==> config.mk <==
export PLATFORM = sky130hd
export DESIGN_NAME = ac_bscan_out_cell
export DESIGN_NICKNAME = d
export VERILOG_FILES = /design/src/rtl/ac_bscan_pkg.sv /design/src/rtl/bsc_shift_stage.sv /design/src/rtl/bsc_update_stage.sv /design/src/rtl/bsc_mode_fsm.sv /design/src/rtl/bsc_pad_mux.sv /design/src/rtl/ac_bscan_out_cell.sv
export SDC_FILE = /design/constraint.sdc
export NUM_CORES = 1
export LEC_CHECK = 0
export BUFFER_PORTS_ARGS = -buffer_cell sky130_fd_sc_hd__buf_2
export CAP_MARGIN = 20
export CORE_AREA = 2 2 39 41
export CTS_BUF_LIST = sky130_fd_sc_hd__clkbuf_4 sky130_fd_sc_hd__clkbuf_8 sky130_fd_sc_hd__clkbuf_16
export CTS_CLUSTER_DIAMETER = 200
export DETAILED_ROUTE_END_ITERATION = 10
export DIE_AREA = 0 0 41 43
export PLACE_DENSITY_LB_ADDON = 0.3
export SYNTH_ARGS = -nofsm -noshare
export SYNTH_HDL_FRONTEND = slang
export SYNTH_SLANG_ARGS = --single-unit
==> constraint.sdc <==
create_clock -name tck -period 2.75 [get_ports tck]
set_clock_uncertainty 0.05 [all_clocks]
set_input_delay 0.825 -clock tck [delete_from_list [all_inputs] [get_ports tck]]
set_output_delay 0.825 -clock tck [all_outputs]
set_load 0.02 [all_outputs]
==> src/rtl/ac_bscan_pkg.sv <==
package ac_bscan_pkg;
    localparam int INSTR_W = 2;

    typedef enum logic [1:0] {
        ST_MISSION = 2'd0,
        ST_STATIC  = 2'd1,
        ST_AC      = 2'd2
    } drive_state_e;

    localparam logic [INSTR_W-1:0] CODE_MISSION = 2'b00;
    localparam logic [INSTR_W-1:0] CODE_STATIC  = 2'b01;
    localparam logic [INSTR_W-1:0] CODE_AC      = 2'b10;
    localparam logic [INSTR_W-1:0] CODE_SPARE   = 2'b11;
endpackage

==> src/rtl/bsc_shift_stage.sv <==
module bsc_shift_stage #(
    parameter bit CAPT_FIXED = 1'b0,
    parameter bit CAPT_VAL   = 1'b0
) (
    input  logic tck,
    input  logic rst_n,
    input  logic capture_dr,
    input  logic shift_dr,
    input  logic tdi,
    input  logic pin_obs,
    output logic shift_q
);
    logic capt_src;

    generate
        if (CAPT_FIXED) begin : g_const
            assign capt_src = CAPT_VAL;
        end else begin : g_pin
            assign capt_src = pin_obs;
        end
    endgenerate

    always_ff @(posedge tck or negedge rst_n) begin
        if (!rst_n) begin
            shift_q <= 1'b0;
        end else if (capture_dr) begin
            shift_q <= capt_src;
        end else if (shift_dr) begin
            shift_q <= tdi;
        end
    end

    AST_SHIFT_TAKES_TDI: assert property (@(posedge tck) disable iff (!rst_n)
        (shift_dr && !capture_dr) |=> (shift_q == $past(tdi)));

    AST_IDLE_HOLDS: assert property (@(posedge tck) disable iff (!rst_n)
        (!shift_dr && !capture_dr) |=> $stable(shift_q));
endmodule

==> src/rtl/bsc_update_stage.sv <==
module bsc_update_stage (
    input  logic tck,
    input  logic rst_n,
    input  logic update_dr,
    input  logic shift_q,
    output logic upd_q
);
    always_ff @(negedge tck or negedge rst_n) begin
        if (!rst_n) begin
            upd_q <= 1'b0;
        end else if (update_dr) begin
            upd_q <= shift_q;
        end
    end

    AST_UPDATE_HOLDS: assert property (@(negedge tck) disable iff (!rst_n)
        !update_dr |=> $stable(upd_q));
endmodule

==> src/rtl/bsc_mode_fsm.sv <==
module bsc_mode_fsm
    import ac_bscan_pkg::*;
(
    input  logic               tck,
    input  logic               rst_n,
    input  logic               tlr,
    input  logic               ir_load,
    input  logic [INSTR_W-1:0] instr,
    output drive_state_e       state,
    output logic               in_test,
    output logic               in_ac
);
    drive_state_e state_q;
    drive_state_e state_d;

    // next-state selection
    always_comb begin
        state_d = state_q;
        if (tlr) begin
            state_d = ST_MISSION;
        end else if (ir_load) begin
            unique case (instr)
                CODE_STATIC:  state_d = ST_STATIC;
                CODE_AC:      state_d = ST_AC;
                CODE_MISSION: state_d = ST_MISSION;
                CODE_SPARE:   state_d = ST_MISSION;
                default:      state_d = ST_MISSION;
            endcase
        end
    end

    // state register
    always_ff @(negedge tck or negedge rst_n) begin
        if (!rst_n) begin
            state_q <= ST_MISSION;
        end else begin
            state_q <= state_d;
        end
    end

    // state outputs
    always_comb begin
        in_test = 1'b0;
        in_ac   = 1'b0;
        unique case (state_q)
            ST_MISSION: begin
                in_test = 1'b0;
                in_ac   = 1'b0;
            end
            ST_STATIC: begin
                in_test = 1'b1;
                in_ac   = 1'b0;
            end
            ST_AC: begin
                in_test = 1'b1;
                in_ac   = 1'b1;
            end
            default: begin
                in_test = 1'b0;
                in_ac   = 1'b0;
            end
        endcase
    end

    assign state = state_q;

    AST_TLR_TO_MISSION: assert property (@(posedge tck) disable iff (!rst_n)
        tlr |=> (state_q == ST_MISSION));

    AST_LOAD_STATIC: assert property (@(posedge tck) disable iff (!rst_n)
        (ir_load && !tlr && instr == CODE_STATIC) |=> (state_q == ST_STATIC));

    AST_LOAD_AC: assert property (@(posedge tck) disable iff (!rst_n)
        (ir_load && !tlr && instr == CODE_AC) |=> (state_q == ST_AC));
endmodule

==> src/rtl/bsc_pad_mux.sv <==
module bsc_pad_mux
    import ac_bscan_pkg::*;
#(
    parameter bit DIFF = 1'b1
) (
    input  logic in_test,
    input  logic in_ac,
    input  logic upd_q,
    input  logic ac_toggle,
    input  logic acdc_sel,
    input  logic drv_en,
    input  logic sys_data,
    input  logic sys_oe,
    output logic pad_p,
    output logic pad_n,
    output logic pad_oe
);
    logic ac_gate;
    logic test_data;

    always_comb begin
        ac_gate   = in_ac & acdc_sel & ac_toggle;
        test_data = upd_q ^ ac_gate;
        if (in_test) begin
            pad_p  = test_data;
            pad_oe = drv_en;
        end else begin
            pad_p  = sys_data;
            pad_oe = sys_oe;
        end
    end

    generate
        if (DIFF) begin : g_diff
            assign pad_n = ~pad_p;
        end else begin : g_single
            assign pad_n = 1'b0;
        end
    endgenerate
endmodule

==> src/rtl/ac_bscan_out_cell.sv <==
module ac_bscan_out_cell
    import ac_bscan_pkg::*;
#(
    parameter bit DIFF       = 1'b1,
    parameter bit CAPT_FIXED = 1'b0,
    parameter bit CAPT_VAL   = 1'b0
) (
    input  logic               tck,
    input  logic               rst_n,
    input  logic               tlr,
    input  logic               ir_load,
    input  logic [INSTR_W-1:0] instr,
    input  logic               capture_dr,
    input  logic               shift_dr,
    input  logic               update_dr,
    input  logic               tdi,
    output logic               tdo,
    input  logic               ac_toggle,
    input  logic               acdc_sel,
    input  logic               drv_en,
    input  logic               sys_data,
    input  logic               sys_oe,
    output logic               pad_p,
    output logic               pad_n,
    output logic               pad_oe
);
    logic         shift_q;
    logic         upd_q;
    logic         in_test;
    logic         in_ac;
    drive_state_e state;

    bsc_shift_stage #(.CAPT_FIXED(CAPT_FIXED), .CAPT_VAL(CAPT_VAL)) u_shift (
        .tck(tck), .rst_n(rst_n), .capture_dr(capture_dr), .shift_dr(shift_dr),
        .tdi(tdi), .pin_obs(pad_p), .shift_q(shift_q)
    );

    bsc_update_stage u_update (
        .tck(tck), .rst_n(rst_n), .update_dr(update_dr),
        .shift_q(shift_q), .upd_q(upd_q)
    );

    bsc_mode_fsm u_fsm (
        .tck(tck), .rst_n(rst_n), .tlr(tlr), .ir_load(ir_load), .instr(instr),
        .state(state), .in_test(in_test), .in_ac(in_ac)
    );

    bsc_pad_mux #(.DIFF(DIFF)) u_mux (
        .in_test(in_test), .in_ac(in_ac), .upd_q(upd_q), .ac_toggle(ac_toggle),
        .acdc_sel(acdc_sel), .drv_en(drv_en), .sys_data(sys_data), .sys_oe(sys_oe),
        .pad_p(pad_p), .pad_n(pad_n), .pad_oe(pad_oe)
    );

    assign tdo = shift_q;

    AST_MISSION_PASS: assert property (@(posedge tck) disable iff (!rst_n)
        (state == ST_MISSION) |-> (pad_p == sys_data && pad_oe == sys_oe));

    AST_STATIC_LEVEL: assert property (@(posedge tck) disable iff (!rst_n)
        (state == ST_STATIC) |-> (pad_p == upd_q));

    AST_AC_TOGGLES: assert property (@(posedge tck) disable iff (!rst_n)
        (state == ST_AC && acdc_sel) |-> (pad_p == (upd_q ^ ac_toggle)));

    AST_DC_SELECT_FIXED: assert property (@(posedge tck) disable iff (!rst_n)
        (state == ST_AC && !acdc_sel) |-> (pad_p == upd_q));

    AST_DISABLED_HIZ: assert property (@(posedge tck) disable iff (!rst_n)
        (state != ST_MISSION && !drv_en) |-> !pad_oe);

    generate
        if (DIFF) begin : g_diff_chk
            AST_LEGS_COMPLEMENT: assert property (@(posedge tck) disable iff (!rst_n)
                pad_n == ~pad_p);
        end
    endgenerate
endmodule

Word level (Yosys, flattened, before mapping)

Index checks and enable logic that the tools add are counted.

Bitwise gates (word level): 4
Equality and inequality tests: 5
Reduce and logical (&&, ||, !) cells: 5
Multiplexer cells: 9

Operators by type and width:

| operator                                                               | number |
|---|---|
| 2-bit equality test (second input constant)                            | 3 |
| 1-bit 2-to-1 mux                                                       | 6 |
| 2-bit one-hot mux with 3 select lines                                  | 1 |
| 2-bit by 1-bit equality test with 1-bit output (second input constant) | 2 |
| 2-bit 2-to-1 mux                                                       | 2 |
| 2-bit nonzero test                                                     | 2 |
| 2-bit OR reduction                                                     | 2 |
| 1-bit AND                                                              | 2 |
| 2-bit zero test                                                        | 1 |
| 1-bit NOT                                                              | 1 |
| 1-bit XOR                                                              | 1 |

Register bits after elaboration: 4
Logic and storage cells: 26
Input port bits: 15
Output and inout port bits: 4

Logic depth before layout (Yosys ltp)

Gate-level depths: netlist of run 1.

Depth in word-level cells: 7
Gate-level depth with buffers: 5
Depth with buffers taken out: 5

Cells and area by module

Synthesis of run 1 repeated with hierarchy kept, for this count alone.

Cells, all modules: 23
Area, all modules: 232.7 um^2

Modules (own cells, without submodules):

| module           | cells each | area each (um^2) | times used | sequential area each (um^2) |
|---|---|---|---|---|
| bsc_mode_fsm     | 11         | 107.6            | 1          | 50.0 |
| bsc_shift_stage  | 4          | 43.8             | 1          | 25.0 |
| bsc_pad_mux      | 6          | 41.3             | 1          | 0.0 |
| bsc_update_stage | 2          | 40.0             | 1          | 25.0 |

==> results of run 1 <==
[cells in the mapped netlist]
master | number | share of area, %
a211oi_1 | 1 | 3.2
a21oi_1 | 2 | 4.3
a31oi_1 | 1 | 2.7
and2_1 | 1 | 2.7
dfrtn_1 | 3 | 32
dfrtp_1 | 1 | 11
ha_1 | 1 | 5.3
inv_1 | 1 | 1.6
mux2_2 | 2 | 9.6
mux2i_1 | 1 | 4.3
nand2_1 | 2 | 3.2
nand2b_1 | 2 | 5.3
nand3_1 | 1 | 2.1
nand3b_1 | 2 | 6.4
nor2_1 | 1 | 1.6
nor2b_1 | 2 | 5.3
[power by group]
group          internal (mW)  switching (mW)  leakage [nW]
Clock                 0.0643          0.0248        0.0184
Combinational         0.0360          0.0251         0.160
Sequential            0.0648         0.00349        0.0503
Total                  0.165          0.0534         0.229
[worst register-to-register path: stages (launching register included)]
cell,delay (ps)
dfrtn_1,410
inv_2,50
ha_4,230
nor2b_1,140
mux2i_2,100
buf_4,140
buf_4,120
a31oi_1,170
[path summary, 6_finish.rpt]
path | startpoint | endpoint | slack, ps | cells after the start
max | u_fsm.state[0] | pad_oe | -1000 | 5
min | rst_n | u_shift.shift_q | 330 | 1
max reg2reg | u_fsm.state[0] | u_shift.shift_q | -120 | 7
min reg2reg | u_update.upd_q | u_update.upd_q | 430 | 1
max in group asynchronous | rst_n | u_fsm.state[0] | 910 | 1
min in group tck | u_update.upd_q | u_update.upd_q | 430 | 1
[routing by layer]
| layer | global-route usage (%) | up-vias | part of all wire [%] |
|---|---|---|---|
| li1 | - | 140 | - |
| met1 | 7.843 | 115 | 43 |
| met2 | 9.063 | 18 | 42 |
| met3 | 6.806 | 0 | 15 |
| met4 | 4.000 | 0 | 0 |
| met5 | 0 | - | 0 |
[registers in the layout (all words and copies together) (netlist names)]
signal / count
u_fsm.state: 2
u_shift.shift_q: 1
u_update.upd_q: 1
[cells by family after synthesis]
family	share of synthesized area, %
compound gates	10.11
fa+ha+maj	5.318
buf+inv	1.594
flops	42.55
mux	13.83
simple gates	26.59
[final cells by class]
| cell class | count | area [um2] |
|---|---|---|
| sequential | 4 | 100.1 |
| tap | 16 | 20.02 |
| fill | 153 | 917.1 |
| inverter | 1 | 3.754 |
| multi-input combinational | 19 | 158.9 |
| clock buffer | 4 | 30.03 |
| timing repair buffer | 24 | 153.9 |
[repair_timing]
action                                  in CTS  in global routing
buffers inserted                             1                  1
endpoints found under the setup margin       4                  4
hold buffers                                 0                  0
pin swaps                                    2                  1
gates resized for setup                      7                  2
[stage by stage]
step | utilization (%) | cell area, um2 | power (mW) | instances
final | 33.73 | 466.7 | 0.2185 | 68
after global routing | 33.73 | 466.7 | 0.2351 | 68
after CTS | 32.55 | 450.4 | 0.2220 | 67
after detailed placement | 28.21 | 390.4 | 0.1198 | 62
after global placement | 28.21 | 390.4 | 0.1189 | 62
after floorplan | - | 250.2 | 0.09474 | 24
==> out/metrics.csv, run 1 <==
metric,value,unit
cts_tree,yes,
track_usage,7.265,%
dieArea,1763,um2
ir_drop,0.2510,mV
die_h,43,um
clock-sinks,4,
grt_pass1_wl,807,um
grt_overflow,0,
syn2layout_area_growth,98.40,%
grt_pass1_vias,214,
antenna_found_initial,0,
rows,14,
crit_buf_inv,3,
yosys_warnings,0,
worstMarginPinSlew,197.6,ps
grt_max_degree,5,
dp_slack,-833.5,ps
drc,0,
drive_above_1_share,67.31,%
violations,negative setup slack,
cts.clk_slew.worst_paths,40,ps
netlist_instances,24,
cts_made_buffers,3,
crit_chain,inv_2 > ha_4 > buf_4 > mux2_4 > buf_6,
yosysSeqAreaShare,42.55,%
cts_max_level,1,
crit_required,1880,ps
run_status,"complete, but fails checks",
holdWs,330.8,ps
drt_iter0_drc,4,
synth_nets,40,
fin_nets,69,
path_class,reg2out,
cp_slowest_stage_delay,410,ps
clock-root-buffer,clkbuf_4,
arrival,2870,ps
synth_seq_cells,4,
hp-class,in2async,
worst_setup_path_end_kind,primary output,
initial_utilization,17.00,%
p_per_area,468.2,nW/um2
cp_top_family,flip-flops,
critPathLaunchType,register,
slew_headroom,86.56,%
antenna_cells,0,
first_pass_iters,2,
syn_area,235.2,um2
critPathMaxFanout,3,
rsz0062_at_grt,yes,
clock_latency,250,ps
syn_area_per_cell,9.801,um2
vias_per_cell,4.015,
hold_viol,0,
yosys.cell_types.count,16,
hpwl,458.4,um
finalSetupViolCount,4,
final_cell_mix,"buf_2, buf_4, clkbuf_4",
finalSetupTns,-3037,ps
final_common_cell,buf_2,
cpMaxStageDelayCell,dfrtn_1,
io_buffers,18,
wirelength,566,um
clockBufferDepth,2,
io_pins,19,
die_x,41,um
place_congestion,0.6445,
cap_viol_max_count,0,
p_leak,0.2291,nW
fin_ws,-999.7,ps
wl_per_cell,8.324,um
core_area,1384,um2
drv_slew,0,
vias,273,
ant_nets,0,
No activity file was read; power rests on OpenSTA's default activity.
==> inputs of run 2 (changes only) <==
--- a/config.mk
+++ b/config.mk
@@ -5,13 +5,14 @@
 export SDC_FILE = /design/constraint.sdc
 export NUM_CORES = 1
 export LEC_CHECK = 0
-export BUFFER_PORTS_ARGS = -buffer_cell sky130_fd_sc_hd__buf_2
 export CAP_MARGIN = 20
 export CORE_AREA = 2 2 39 41
 export CTS_BUF_LIST = sky130_fd_sc_hd__clkbuf_4 sky130_fd_sc_hd__clkbuf_8 sky130_fd_sc_hd__clkbuf_16
 export CTS_CLUSTER_DIAMETER = 200
+export CTS_CLUSTER_SIZE = 28
 export DETAILED_ROUTE_END_ITERATION = 10
 export DIE_AREA = 0 0 41 43
+export DONT_BUFFER_PORTS = 1
 export PLACE_DENSITY_LB_ADDON = 0.3
 export SYNTH_ARGS = -nofsm -noshare
 export SYNTH_HDL_FRONTEND = slang
==> run 2 against run 1 <==
The flow still finishes with violations (negative setup slack). Highest routed layer unchanged. Cell area down 13%. Worst setup slack better by 80 ps. Clock power down 2%. Hold slack worse by 96 ps. Via count down 16%. Combinational power down 23%. Wire length up 8.1%. Sequential share of layout area up 3.2 points. Cell count down 22%. Total power down 5.8%. Sequential cell count unchanged.
==> out/metrics.csv, run 2 (synthesis results as in run 1) <==
metric,value,unit
grt_max_degree,5,
slew_headroom,72.61,%
drive_above_1_share,62.16,%
cap_viol_max_count,0,
vias,228,
r2r_start,u_fsm.state[0],
ir_drop,0.2011,mV
final_cell_mix,"buf_4, clkbuf_4, dfrtn_1",
p_leak,0.1713,nW
syn2layout_area_growth,72.87,%
vias_per_cell,4.302,
hp-class,in2async,
grt_pass1_vias,275,
rsz0062_at_grt,yes,
grt_pass1_wl,972,um
p_sw,0.04987,mW
holdWs,234.3,ps
cts_tree,yes,
hold_viol,0,
critPathLaunchType,register,
critPathMaxFanout,4,
p_per_area,506.3,nW/um2
path_class,reg2out,
p_int,0.1560,mW
violations,negative setup slack,
clock-root-buffer,clkbuf_4,
initial_utilization,17.00,%
dieArea,1763,um2
drv_slew,0,
power.share.sequential,34.6,%
crit_required,1880,ps
worstMarginPinSlew,408.4,ps
fin_util,29.39,%
swShare,24.22,%
fillers,145,
run_status,"complete, but fails checks",
power.clock.fraction,42.5,%
power,0.2059,mW
place_congestion,0.6061,
multiInputGateArea,181.4,um2
reg2reg_depth,8,
drt_iter0_drc,0,
fin_nets,54,
die_x,41,um
finalSetupViolCount,4,
wirelength,612,um
core_area,1384,um2
io_pins,19,
track_usage,9.036,%
wl_per_cell,11.55,um
seq_area,100.1,um2
antenna_found_initial,0,
io_buffers,0,
die_h,43,um
r2r_slack,-170,ps
combPwrFrac,22.9,%
r2r_end,u_shift.shift_q,
first_pass_iters,1,
grt_overflow,0,
drc,0,
clockBufferDepth,2,
rows,14,
final_common_cell,buf_4,
clock-sinks,4,
worst_setup_path_end_kind,primary output,
cts_max_level,1,
cts.clk_slew.worst_paths,40,ps
dp_slack,-724.0,ps
ant_nets,0,
clock_latency,250,ps
cts_made_buffers,3,
antenna_cells,0,
fin_ws,-920.2,ps
arrival,2800,ps
largest_reg_flops,2,
run 2: routing by layer:
metal	vias to the layer above	global-route usage (%)	part of all wire (%)
met2	20	14.06	51
met4	0	4.000	0
met1	99	7.395	31
li1	109	-	-
met5	-	0	0
met3	0	8.377	17
run 2: timing repair:
item / CTS / global route
hold buffers: 0 / 0
gates resized for setup: 6 / 3
buffers inserted: 4 / 1
setup endpoints to repair: 4 / 4
pin swaps: 2 / 2
run 2: area by class of cell:
class,count,area share (%)
clock buffer,4,7.385
timing repair buffer,9,17.54
tap,16,4.923
multi-input combinational,19,44.62
sequential,4,24.62
inverter,1,0.9231
run 2: worst max path at each step:
stage,start,endpoint,slack [ps]
after CTS,u_fsm.state[0],pad_p,-950
after floorplan,u_fsm.state[0],pad_n,-640
final,u_fsm.state[0],pad_oe,-920
after detailed placement,u_fsm.state[0],pad_n,-720
after global placement,u_fsm.state[0],pad_n,-680
after global routing,u_fsm.state[0],pad_p,-1020
run 2: power groups by stage:
stage / registers [mW] / logic (mW) / clock network, mW
floorplan: 0.0705 / 0.0243 / 0
global placement: 0.0711 / 0.0305 / 0
detailed placement: 0.0717 / 0.0317 / 0
CTS: 0.0710 / 0.0446 / 0.0926
global route: 0.0725 / 0.0516 / 0.102
finish: 0.0713 / 0.0471 / 0.0875
run 2: worst max-delay path: stages (launching register included):
cell	delay [ps]
dfrtn_1	410
inv_2	50
ha_4	280
buf_4	110
mux2_4	330
run 2: per-stage QoR:
stage	area, um2	setup TNS [ps]	instances
4_1_cts	390.4	-3004	52
3_3_place_gp	300.3	-1958	44
3_5_place_dp	300.3	-2086	44
5_1_grt	406.6	-3253	53
6_report	406.6	-2912	53
2_1_floorplan	250.2	-1846	24
==> inputs of run 3 (changes only) <==
--- a/config.mk
+++ b/config.mk
@@ -14,6 +14,7 @@
 export DIE_AREA = 0 0 41 43
 export DONT_BUFFER_PORTS = 1
 export PLACE_DENSITY_LB_ADDON = 0.3
+export REMOVE_ABC_BUFFERS = 1
 export SYNTH_ARGS = -nofsm -noshare
 export SYNTH_HDL_FRONTEND = slang
 export SYNTH_SLANG_ARGS = --single-unit
==> run 3 against run 2 <==
Sequential share of layout area is 2.3 points higher. Largest power group unchanged. Critical path depth is 2 higher. The flow still finishes with violations (negative setup slack). First-iteration DRC count stayed put. Wire length is 13% lower. Non-clock buffer count is 3 lower. Die area stayed put. Sequential cell count stayed put. Hold slack worse by 5.3 ps. Core utilization is 2.5 points lower. Register-to-register slack better by 60 ps. Critical path type unchanged. Via count is 3.1% lower.
==> out/metrics.csv, run 3 (synthesis results as in run 1) <==
metric,value,unit
wl_per_cell,10.70,um
cts_max_level,1,
wirelength,535,um
critPathLaunchType,register,
path_class,reg2out,
violations,negative setup slack,
dp.cells,42,
fin_cells,50,
cts.clk_slew.worst_paths,40,ps
fin_ws,-927.2,ps
p_per_area,540.5,nW/um2
run_status,"complete, but fails checks",
final_common_cell,buf_4,
first_pass_iters,1,
fin_nets,51,
hpwl,447.9,um
fin_util,26.85,%
clock-root-buffer,clkbuf_4,
drc,0,
drt_iter0_drc,0,
fillers,145,
grt_pass1_vias,213,
holdWs,229.0,ps
hp-class,in2async,
multiInputGateArea,172.7,um2
p_leak,0.1615,nW
grt_pass1_wl,765,um
worst_setup_path_end_kind,primary output,
dieArea,1763,um2
die_h,43,um
worstMarginPinSlew,363.5,ps
largest_reg_flops,2,
ir_drop,0.1849,mV
finalSetupTns,-2866,ps
clock-sinks,4,
antenna_found_initial,0,
drive_above_1_share,50.00,%
finalSetupViolCount,4,
io_pins,19,
dp_slack,-858.5,ps
cap_viol_max_count,0,
fin_area,371.6,um2
critPathMaxFanout,4,
hold_viol,0,
power,0.2009,mW
place_area,270.3,um2
die_x,41,um
initial_utilization,17.00,%
arrival,2800,ps
rsz0062_at_grt,yes,
io_buffers,0,
rows,14,
seq_area,100.1,um2
cts_tree,yes,
core_area,1384,um2
antenna_cells,0,
slew_headroom,75.62,%
cts_made_buffers,3,
ant_nets,0,
grt_overflow,0,
final_cell_mix,"buf_4, clkbuf_4, dfrtn_1",
vias,221,
vias_per_cell,4.420,
grt_max_degree,5,
drv_slew,0,
place_congestion,0.5887,
crit_required,1880,ps
track_usage,7.855,%
syn2layout_area_growth,57.98,%
clockBufferDepth,2,
clock_latency,250,ps
run 3: final cells by class:
cell class / instances / area share, %
sequential: 4 / 26.94
multi-input combinational: 19 / 46.46
timing repair buffer: 6 / 12.12
clock buffer: 4 / 8.081
inverter: 1 / 1.010
tap: 16 / 5.387
run 3: repair_timing:
action                                  CTS  global route
endpoints found under the setup margin    4             4
setup buffers                             3             3
cloned                                    0             0
pin swaps                                 2             1
hold buffers                              0             0
resized for setup                         6             3
run 3: worst paths after layout:
kind                                start               to  slack, ps  cells past startpoint
min                                 rst_n  u_shift.shift_q        230                      0
min in group tck           u_update.upd_q   u_update.upd_q        430                      1
min reg2reg                u_update.upd_q   u_update.upd_q        430                      1
max reg2reg                u_fsm.state[0]  u_shift.shift_q       -110                      7
max                        u_fsm.state[0]            pad_p       -930                      6
max in group asynchronous           rst_n   u_fsm.state[0]       1060                      0
run 3: report_power, final:
part | internal, mW | leakage [nW] | switching (mW)
logic | 0.0214 | 0.0928 | 0.0183
registers | 0.0648 | 0.0503 | 0.00593
clock network | 0.0644 | 0.0184 | 0.0260
total | 0.151 | 0.161 | 0.0502
run 3: worst max-delay path, stage by stage (launching register included):
cell	delay [ps]
dfrtn_1	410
inv_2	50
ha_4	270
nor2b_1	40
mux2i_1	170
buf_4	160
nand2_4	70
run 3: routing by layer:
metal | vias to the layer above | part of all wire, % | track usage (%)
li1 | 105 | - | -
met1 | 92 | 33 | 4.870
met2 | 22 | 42 | 10.63
met3 | 2 | 23 | 8.901
met4 | 0 | 1.5 | 8.000
met5 | - | 0 | 0
